[src/rtl/gpio_irq_pkg.sv]
package gpio_irq_pkg;
  localparam int unsigned ADDR_W = 6;
  localparam logic [ADDR_W-1:0] A_STAT_LO = 6'h08;
  localparam logic [ADDR_W-1:0] A_STAT_HI = 6'h0A;
  localparam logic [ADDR_W-1:0] A_EN_LO   = 6'h0C;
  localparam logic [ADDR_W-1:0] A_EN_HI   = 6'h0E;
  localparam logic [ADDR_W-1:0] A_TYP_LO  = 6'h10;
  localparam logic [ADDR_W-1:0] A_TYP_HI  = 6'h12;
  localparam logic [ADDR_W-1:0] A_POL_LO  = 6'h14;
  localparam logic [ADDR_W-1:0] A_POL_HI  = 6'h16;
  localparam logic [ADDR_W-1:0] A_HLD_LO  = 6'h18;
  localparam logic [ADDR_W-1:0] A_HLD_HI  = 6'h1A;
  localparam logic [ADDR_W-1:0] A_FSEL_LO = 6'h20;
  localparam logic [ADDR_W-1:0] A_FSEL_HI = 6'h22;
  localparam logic [ADDR_W-1:0] A_RSEL_LO = 6'h24;
  localparam logic [ADDR_W-1:0] A_RSEL_HI = 6'h26;
endpackage

[src/rtl/gpio_irq_sync.sv]
module gpio_irq_sync #(
  parameter int unsigned W = 32
) (
  input  logic         clk_i,
  input  logic         rst_ni,
  input  logic [W-1:0] d_i,
  output logic [W-1:0] cur_o,
  output logic [W-1:0] prev_o
);
  logic [W-1:0] meta_q, cur_q, prev_q;

  // reset to idle-high so active-low level mode starts quiet
  always_ff @(posedge clk_i or negedge rst_ni) begin
    if (!rst_ni) begin
      meta_q <= '1;
      cur_q  <= '1;
      prev_q <= '1;
    end else begin
      meta_q <= d_i;
      cur_q  <= meta_q;
      prev_q <= cur_q;
    end
  end

  assign cur_o  = cur_q;
  assign prev_o = prev_q;
endmodule

[src/rtl/gpio_irq_cell.sv]
module gpio_irq_cell (
  input  logic clk_i,
  input  logic rst_ni,
  input  logic cur_i,
  input  logic prev_i,
  input  logic edge_mode_i,
  input  logic act_high_i,
  input  logic hold_i,
  input  logic rise_sel_i,
  input  logic fall_sel_i,
  input  logic clr_i,
  output logic stat_o
);
  logic stat_q, stat_d, edge_hit, level_hit;

  assign edge_hit  = (rise_sel_i & cur_i & ~prev_i) | (fall_sel_i & ~cur_i & prev_i);
  assign level_hit = act_high_i ? cur_i : ~cur_i;

  always_comb begin
    if (!edge_mode_i)  stat_d = level_hit;
    else if (!hold_i)  stat_d = edge_hit;
    else               stat_d = edge_hit | (stat_q & ~clr_i); // new event beats clear
  end

  always_ff @(posedge clk_i or negedge rst_ni) begin
    if (!rst_ni) stat_q <= 1'b0;
    else         stat_q <= stat_d;
  end

  assign stat_o = stat_q;
endmodule

[src/rtl/gpio_irq_prio.sv]
module gpio_irq_prio #(
  parameter int unsigned W  = 32,
  parameter int unsigned IW = $clog2(W)
) (
  input  logic [W-1:0]  req_i,
  output logic [IW-1:0] idx_o,
  output logic          none_o
);
  always_comb begin
    idx_o = '0;
    for (int i = W - 1; i >= 0; i--) begin
      if (req_i[i]) idx_o = i[IW-1:0];
    end
  end

  assign none_o = ~|req_i;
endmodule

[src/rtl/gpio_irq_unit.sv]
module gpio_irq_unit
  import gpio_irq_pkg::*;
#(
  parameter int unsigned DW    = 16,
  parameter int unsigned NPINS = 2 * DW,
  parameter int unsigned IDX_W = $clog2(NPINS)
) (
  input  logic              clk_i,
  input  logic              rst_ni,
  input  logic [NPINS-1:0]  pin_i,
  input  logic              wr_en_i,
  input  logic [ADDR_W-1:0] addr_i,
  input  logic [DW-1:0]     wdata_i,
  output logic [DW-1:0]     rdata_o,
  output logic              irq_o,
  output logic [IDX_W-1:0]  src_idx_o,
  output logic              src_none_o
);
  logic [NPINS-1:0] en_q, typ_q, pol_q, hold_q, fsel_q, rsel_q;
  logic [NPINS-1:0] stat_q, clr, sync_s, sync_p, pend;

  always_ff @(posedge clk_i or negedge rst_ni) begin
    if (!rst_ni) begin
      en_q   <= '0;
      typ_q  <= '0;
      pol_q  <= '0;
      hold_q <= '0;
      fsel_q <= '0;
      rsel_q <= '0;
    end else if (wr_en_i) begin
      case (addr_i)
        A_EN_LO:   en_q[DW-1:0]       <= wdata_i;
        A_EN_HI:   en_q[NPINS-1:DW]   <= wdata_i;
        A_TYP_LO:  typ_q[DW-1:0]      <= wdata_i;
        A_TYP_HI:  typ_q[NPINS-1:DW]  <= wdata_i;
        A_POL_LO:  pol_q[DW-1:0]      <= wdata_i;
        A_POL_HI:  pol_q[NPINS-1:DW]  <= wdata_i;
        A_HLD_LO:  hold_q[DW-1:0]     <= wdata_i;
        A_HLD_HI:  hold_q[NPINS-1:DW] <= wdata_i;
        A_FSEL_LO: fsel_q[DW-1:0]     <= wdata_i;
        A_FSEL_HI: fsel_q[NPINS-1:DW] <= wdata_i;
        A_RSEL_LO: rsel_q[DW-1:0]     <= wdata_i;
        A_RSEL_HI: rsel_q[NPINS-1:DW] <= wdata_i;
        default: ;
      endcase
    end
  end

  always_comb begin
    clr = '0;
    if (wr_en_i && addr_i == A_STAT_LO) clr[DW-1:0]     = wdata_i;
    if (wr_en_i && addr_i == A_STAT_HI) clr[NPINS-1:DW] = wdata_i;
  end

  always_comb begin
    case (addr_i)
      A_STAT_LO: rdata_o = stat_q[DW-1:0];
      A_STAT_HI: rdata_o = stat_q[NPINS-1:DW];
      A_EN_LO:   rdata_o = en_q[DW-1:0];
      A_EN_HI:   rdata_o = en_q[NPINS-1:DW];
      A_TYP_LO:  rdata_o = typ_q[DW-1:0];
      A_TYP_HI:  rdata_o = typ_q[NPINS-1:DW];
      A_POL_LO:  rdata_o = pol_q[DW-1:0];
      A_POL_HI:  rdata_o = pol_q[NPINS-1:DW];
      A_HLD_LO:  rdata_o = hold_q[DW-1:0];
      A_HLD_HI:  rdata_o = hold_q[NPINS-1:DW];
      A_FSEL_LO: rdata_o = fsel_q[DW-1:0];
      A_FSEL_HI: rdata_o = fsel_q[NPINS-1:DW];
      A_RSEL_LO: rdata_o = rsel_q[DW-1:0];
      A_RSEL_HI: rdata_o = rsel_q[NPINS-1:DW];
      default:   rdata_o = '0;
    endcase
  end

  gpio_irq_sync #(.W(NPINS)) u_sync (
    .clk_i  (clk_i),
    .rst_ni (rst_ni),
    .d_i    (pin_i),
    .cur_o  (sync_s),
    .prev_o (sync_p)
  );

  for (genvar g = 0; g < NPINS; g++) begin : g_cell
    gpio_irq_cell u_cell (
      .clk_i       (clk_i),
      .rst_ni      (rst_ni),
      .cur_i       (sync_s[g]),
      .prev_i      (sync_p[g]),
      .edge_mode_i (typ_q[g]),
      .act_high_i  (pol_q[g]),
      .hold_i      (hold_q[g]),
      .rise_sel_i  (rsel_q[g]),
      .fall_sel_i  (fsel_q[g]),
      .clr_i       (clr[g]),
      .stat_o      (stat_q[g])
    );
  end

  assign pend  = stat_q & en_q;
  assign irq_o = |pend;

  gpio_irq_prio #(.W(NPINS), .IW(IDX_W)) u_prio (
    .req_i  (pend),
    .idx_o  (src_idx_o),
    .none_o (src_none_o)
  );
endmodule

[config.mk]
export PLATFORM = sky130hd
export DESIGN_NAME = gpio_irq_unit
export DESIGN_NICKNAME = d
export VERILOG_FILES = /design/src/rtl/gpio_irq_pkg.sv /design/src/rtl/gpio_irq_sync.sv /design/src/rtl/gpio_irq_cell.sv /design/src/rtl/gpio_irq_prio.sv /design/src/rtl/gpio_irq_unit.sv
export SDC_FILE = /design/constraint.sdc
export NUM_CORES = 1
export LEC_CHECK = 0
export BUFFER_PORTS_ARGS = -buffer_cell sky130_fd_sc_hd__buf_2
export CORE_AREA = 5 5 224 226
export DETAILED_ROUTE_END_ITERATION = 8
export DIE_AREA = 0 0 229 231
export GPL_TIMING_DRIVEN = 1
export SYNTH_ARGS = -nofsm -noshare
export SYNTH_HDL_FRONTEND = slang
export SYNTH_SLANG_ARGS = --single-unit
[constraint.sdc]
create_clock -name clk_i -period 2 [get_ports clk_i]
set_input_delay 0 -clock clk_i [delete_from_list [all_inputs] [get_ports clk_i]]
set_output_delay 0 -clock clk_i [all_outputs]
set_load 0.005 [all_outputs]
Word-level counts from Yosys, hierarchy flattened
Cells that the tools add are included.

Input port bits: 57. Word-level logic and storage cells: 529. Register bits after elaboration: 320.

Bitwise gates (word level): 321. Muxes and demuxes: 131. Reduce and logical (&&, ||, !) cells: 16. Equality and inequality tests: 14.

Operators with widths (number): $pmux W16 S14 (1); $and A1 B1 Y1 (160); $mux W5 (32); $mux W1 (96); $not A1 Y1 (96); $or A1 B1 Y1 (64); $eq A6 B5 Y1 const B (6); $and A32 B32 Y32 (1); $mux W16 (2); $reduce_or A32 Y1 (1); $eq A6 B4 Y1 const B (4); $eq A6 B6 Y1 const B (4); $reduce_and A2 Y1 (12); $logic_and A1 B1 Y1 (2); $logic_not A1 Y1 (1).

Logic depth before layout (Yosys ltp)
Depth in word-level cells: 33. Mapped depth: 7. Mapped depth without buffers: 5.

Cells and area by module
From an unflattened synthesis, not the netlist that was laid out.

Cell total of the unflattened synthesis: 1240. Area total of the unflattened synthesis: 15053.2 sq um.

Modules (own cells, without submodules): gpio_irq_unit (area each 9903.2 sq um, times used 1, cells an instance 823, seq. area each 4804.6 sq um); gpio_irq_sync (area each 2522.4 sq um, times used 1, cells an instance 96, seq. area each 2522.4 sq um); gpio_irq_cell (area each 70.1 sq um, times used 32, cells an instance 8, seq. area each 25.0 sq um); gpio_irq_prio (area each 385.4 sq um, times used 1, cells an instance 65, seq. area each 0.0 sq um).

Worst setup path before layout
Ideal clock, no wire load.

Path kind: register to output. Start point: register g_cell[5].u_cell.stat_q. End point: output irq_o. Arrival time: 1486 ps. Stages on the path, launching flop included: 5. Slack: 514 ps. Required time: 2000 ps. Path through: dfrtp_1 a22oi_1 nand3_1 or4_1 nand2b_1.

Longest elaborated chain between the ends: 2.

Ends and longest elaborated chain: start, declared (line gpio_irq_cell.sv:14) `logic stat_q, stat_d, edge_hit, level_hit;`; start signal, assigned (line gpio_irq_cell.sv:27) `else stat_q <= stat_d;`; $and A32 B32 Y32 (line gpio_irq_unit.sv:99) `assign pend = stat_q & en_q;`; $reduce_or A32 Y1 (line gpio_irq_unit.sv:100) `assign irq_o = |pend;`; end, declared (line gpio_irq_unit.sv:15) `output logic irq_o,`.

Every way passes these cells.

Final worst setup path
Start point: register en_q[19]. End point: output src_none_o.

Longest elaborated chain between the ends: 3.

Ends and longest elaborated chain: start, declared (line gpio_irq_unit.sv:19) `logic [NPINS-1:0] en_q, typ_q, pol_q, hold_q, fsel_q, rsel_q;`; start signal, assigned by index (line gpio_irq_unit.sv:32) `A_EN_LO: en_q[DW-1:0] <= wdata_i;`; start signal, assigned by index (line gpio_irq_unit.sv:33) `A_EN_HI: en_q[NPINS-1:DW] <= wdata_i;`; $and A32 B32 Y32 (line gpio_irq_unit.sv:99); $reduce_or A32 Y1 (line gpio_irq_prio.sv:16) `assign none_o = ~|req_i;`; $logic_not A1 Y1 (line gpio_irq_prio.sv:16); end, declared (line gpio_irq_unit.sv:17) `output logic src_none_o`.

Every way passes these cells.

==> results.ini <==
[synth]
syn_area_um2=14200
synth_ff_type=dfrtp_1
yosysTopAreaCell=dfrtp_1
syn_inst=1106
syn_area_per_cell_um2=12.8
synthArstFlopShare=1.00
syn_nets=1163
yosysSeqAreaShare=0.574
synth_common_cells=224 x dfrtp_1, 113 x a22oi_1, 99 x nand2_1
synth_edf_count=0
synth_most_common_cell=dfrtp_1
yosys_warnings=0
ys_ff_latch=320
yosys-top-cells-area=dfrtp_1 40%, dfstp_2 18%, mux2_1 7.2%
yosysTopAreaCellShare=0.396
synth.distinct_cells=52

[clock_tree]
clock_latency_ns=0.53
cts-root-buf=clkbuf_16
cts_tree=built
cts_max_level=2
cts_sinks=320
cts_buffer_depth=3
clk_pin_slew_ns=0.06
cts_made_buffers=37

[sta]
fin_hold_ws_ns=0.0188
drv_slew=0
max-slew-margin-rel=0.565
setup_ws_ns=-0.214
period_share=1.11
min_period_ns=2.21
rsz0062_at_grt=true
setup_violations=7
fmax_mhz=452
finClkSkew_ns=0.0236
timing.setup.tns_ns=-1.11
hold_viol=0
tightest_slew_ns=0.650

[global_route]
grt_pass1_wl_mm=64.6
groute.usage.overall=0.156
grtUsageMet1=0.226
grt_antenna_before_repair=0
grt_max_degree=61
grt_pass1_vias=10479
busiest_layer=met2
grt_use_met3=0.0256
grt.overflow.total=0
grtUsageMet2=0.241

[critical_path]
max_stage_delay_ns=0.43
worstPathArrival_ns=2.21
worstSetupEndpointType=output pin
crit_type=reg2out
crit_chain=a22oi_2, nand2_1, nor3_2, nor2b_1, buf_4, nor2b_4, buf_2
worstPathMaxFanout=3
startpoint_type=flop
slowest_stage=dfrtp_2
required_ns=2.00

[floorplan]
die_h_um=231
rows=81
dieWidth_um=229
coreArea_um2=48100
initial_core_util=0.294
design.portCount=80
die-area_um2=52900

[pwr]
power_switching_mw=4.53
p_int_mw=12.3
leakage_nw=7.84
pwr-share-comb=0.136
total_power_mw=16.9
power_density_nw_per_um2=967
ir_drop_mv=0.468
pwr-share-clk=0.383
seqPwrFrac=0.481
p_sw_frac=0.269

[final_layout]
multi_input_area_um2=5720
final_area_um2=17500
final_core_util=0.363
drive_above_1_share=0.350
num-fill-cells=4654
finalNonFillerCells=1942
regArea_um2=8130
area_delta_synth_final_pct=23.3
finalNetCount=1348

[routing]
route.detailed.drc=0
routedWlPerCell_um=21.7
first_pass_iters=5
ant_nets=0
drt_iter0_drc=794
vias=10156
routed_wl_mm=42.1
vias_per_cell=5.23

[place]
place_hpwl_mm=27.9
place_area_um2=15500
pre_cts_slack_ns=-0.355
post-place-cells=1803
gp_congestion=0.855
port-buffer-count=79

[outcome]
violations=negative setup slack
status=complete, but fails checks

[flow_run]
drv_cap=0

[min_path]
hp-class=in2async

[flip-flops by register name, indices dropped and copies added, names as in the netlist]
signal	cells
en_q	32
fsel_q	32
g_cell.u_cell.stat_o	32
hold_q	32
pol_q	32
rsel_q	32
typ_q	32
u_sync.cur_o	32
u_sync.meta_q	32
u_sync.prev_o	32
[cell usage in the layout, fill, tap and decap left out, types with 3 or more instances in the layout]
| master | n |
|---|---|
| a21oi_1 | 36 |
| a32o_1 | 3 |
| buf_2 | 77 |
| a22o_1 | 8 |
| and3b_1 | 4 |
| mux2_4 | 30 |
| nand4_1 | 15 |
| a21oi_2 | 3 |
| buf_4 | 66 |
| clkbuf_1 | 15 |
| and3_1 | 5 |
| dfstp_2 | 96 |
| dlygate4sd3_1 | 49 |
| nand3_1 | 9 |
| and2_1 | 8 |
| dfrtp_2 | 4 |
| o21ai_0 | 81 |
| clkbuf_8 | 3 |
| xor2_1 | 32 |
| nor2_1 | 6 |
| nand2_2 | 15 |
| mux2_1 | 90 |
| a22oi_2 | 7 |
| clkinv_2 | 6 |
| a22oi_1 | 107 |
| buf_12 | 13 |
| and4bb_1 | 3 |
| o21ai_1 | 14 |
| mux2_2 | 72 |
| dfrtp_1 | 220 |
| nand2_4 | 5 |
| nand2_1 | 91 |
| clkbuf_16 | 37 |
| nand3b_1 | 31 |
| and4_1 | 9 |
[power by group through the flow]
stage                     sequential, mW  combinational, mW  clock [mW]
after global placement              8.18               1.88           0
after CTS                           8.11               2.21        6.63
after floorplan                     7.92               1.13           0
after detailed placement            8.19               1.94           0
after global routing                8.22               2.51        6.91
final                               8.12               2.29        6.46
[cell families (layout without fill, tap and decap cells)]
kind of cell              Yosys count  in the layout  share of synthesized area
buffers and inverters              63            276                     0.0303
AOI/OAI and AO/OA                 277            277                      0.127
and+or+nand+nor                   222            222                     0.0881
other                               0              1                          0
muxes                             192            192                      0.161
xor gates and xnor gates           32             32                     0.0198
DFF                               320            320                      0.574
[path summary, 6_finish.rpt]
check,cells after the start,end,slack (ns),startpoint
setup / recovery,7,src_none_o,-0.21,en_q[19]
hold / removal,2,g_cell[3].u_cell.stat_o,0.02,rst_ni
setup reg to reg,4,g_cell[28].u_cell.stat_o,0.82,u_sync.cur_o[28]
hold reg to reg,0,u_sync.cur_o[17],0.34,u_sync.meta_q[17]
max in group asynchronous,3,u_sync.cur_o[28],1.22,rst_ni
min in group clk_i,2,u_sync.meta_q[19],0.11,pin_i[19]
[worst max-delay path: cells and delay by family, from the launching register on]
family	cells	cell delay, ns
compound gates	1	0.27
flops	1	0.43
simple gates	4	0.70
buf+inv	2	0.27
[cell type report]
class	count	share of cell area
Clock inverter	12	0.00702
Clock buffer	55	0.0586
Timing Repair Buffer	208	0.0956
Tap cell	622	0.0446
Inverter	1	0.000215
Sequential cell	320	0.466
Multi-Input combinational cell	723	0.328
Antenna cell	1	0.000143
[what timing repair did]
item                                    CTS  global route
hold buffers                             49             0
endpoints found under the setup margin    7            20
endpoints found under the hold margin   477             0
pin swaps                                25            12
setup buffers                            12            10
gates resized for setup                  28            10
[layer usage]
layer | vias up | share of wire
li1 | 4467 | -
met1 | 5223 | 0.45
met2 | 378 | 0.45
met3 | 88 | 0.064
met4 | 0 | 0.027
met5 | - | 0
Power figures use the tool's default switching activity.
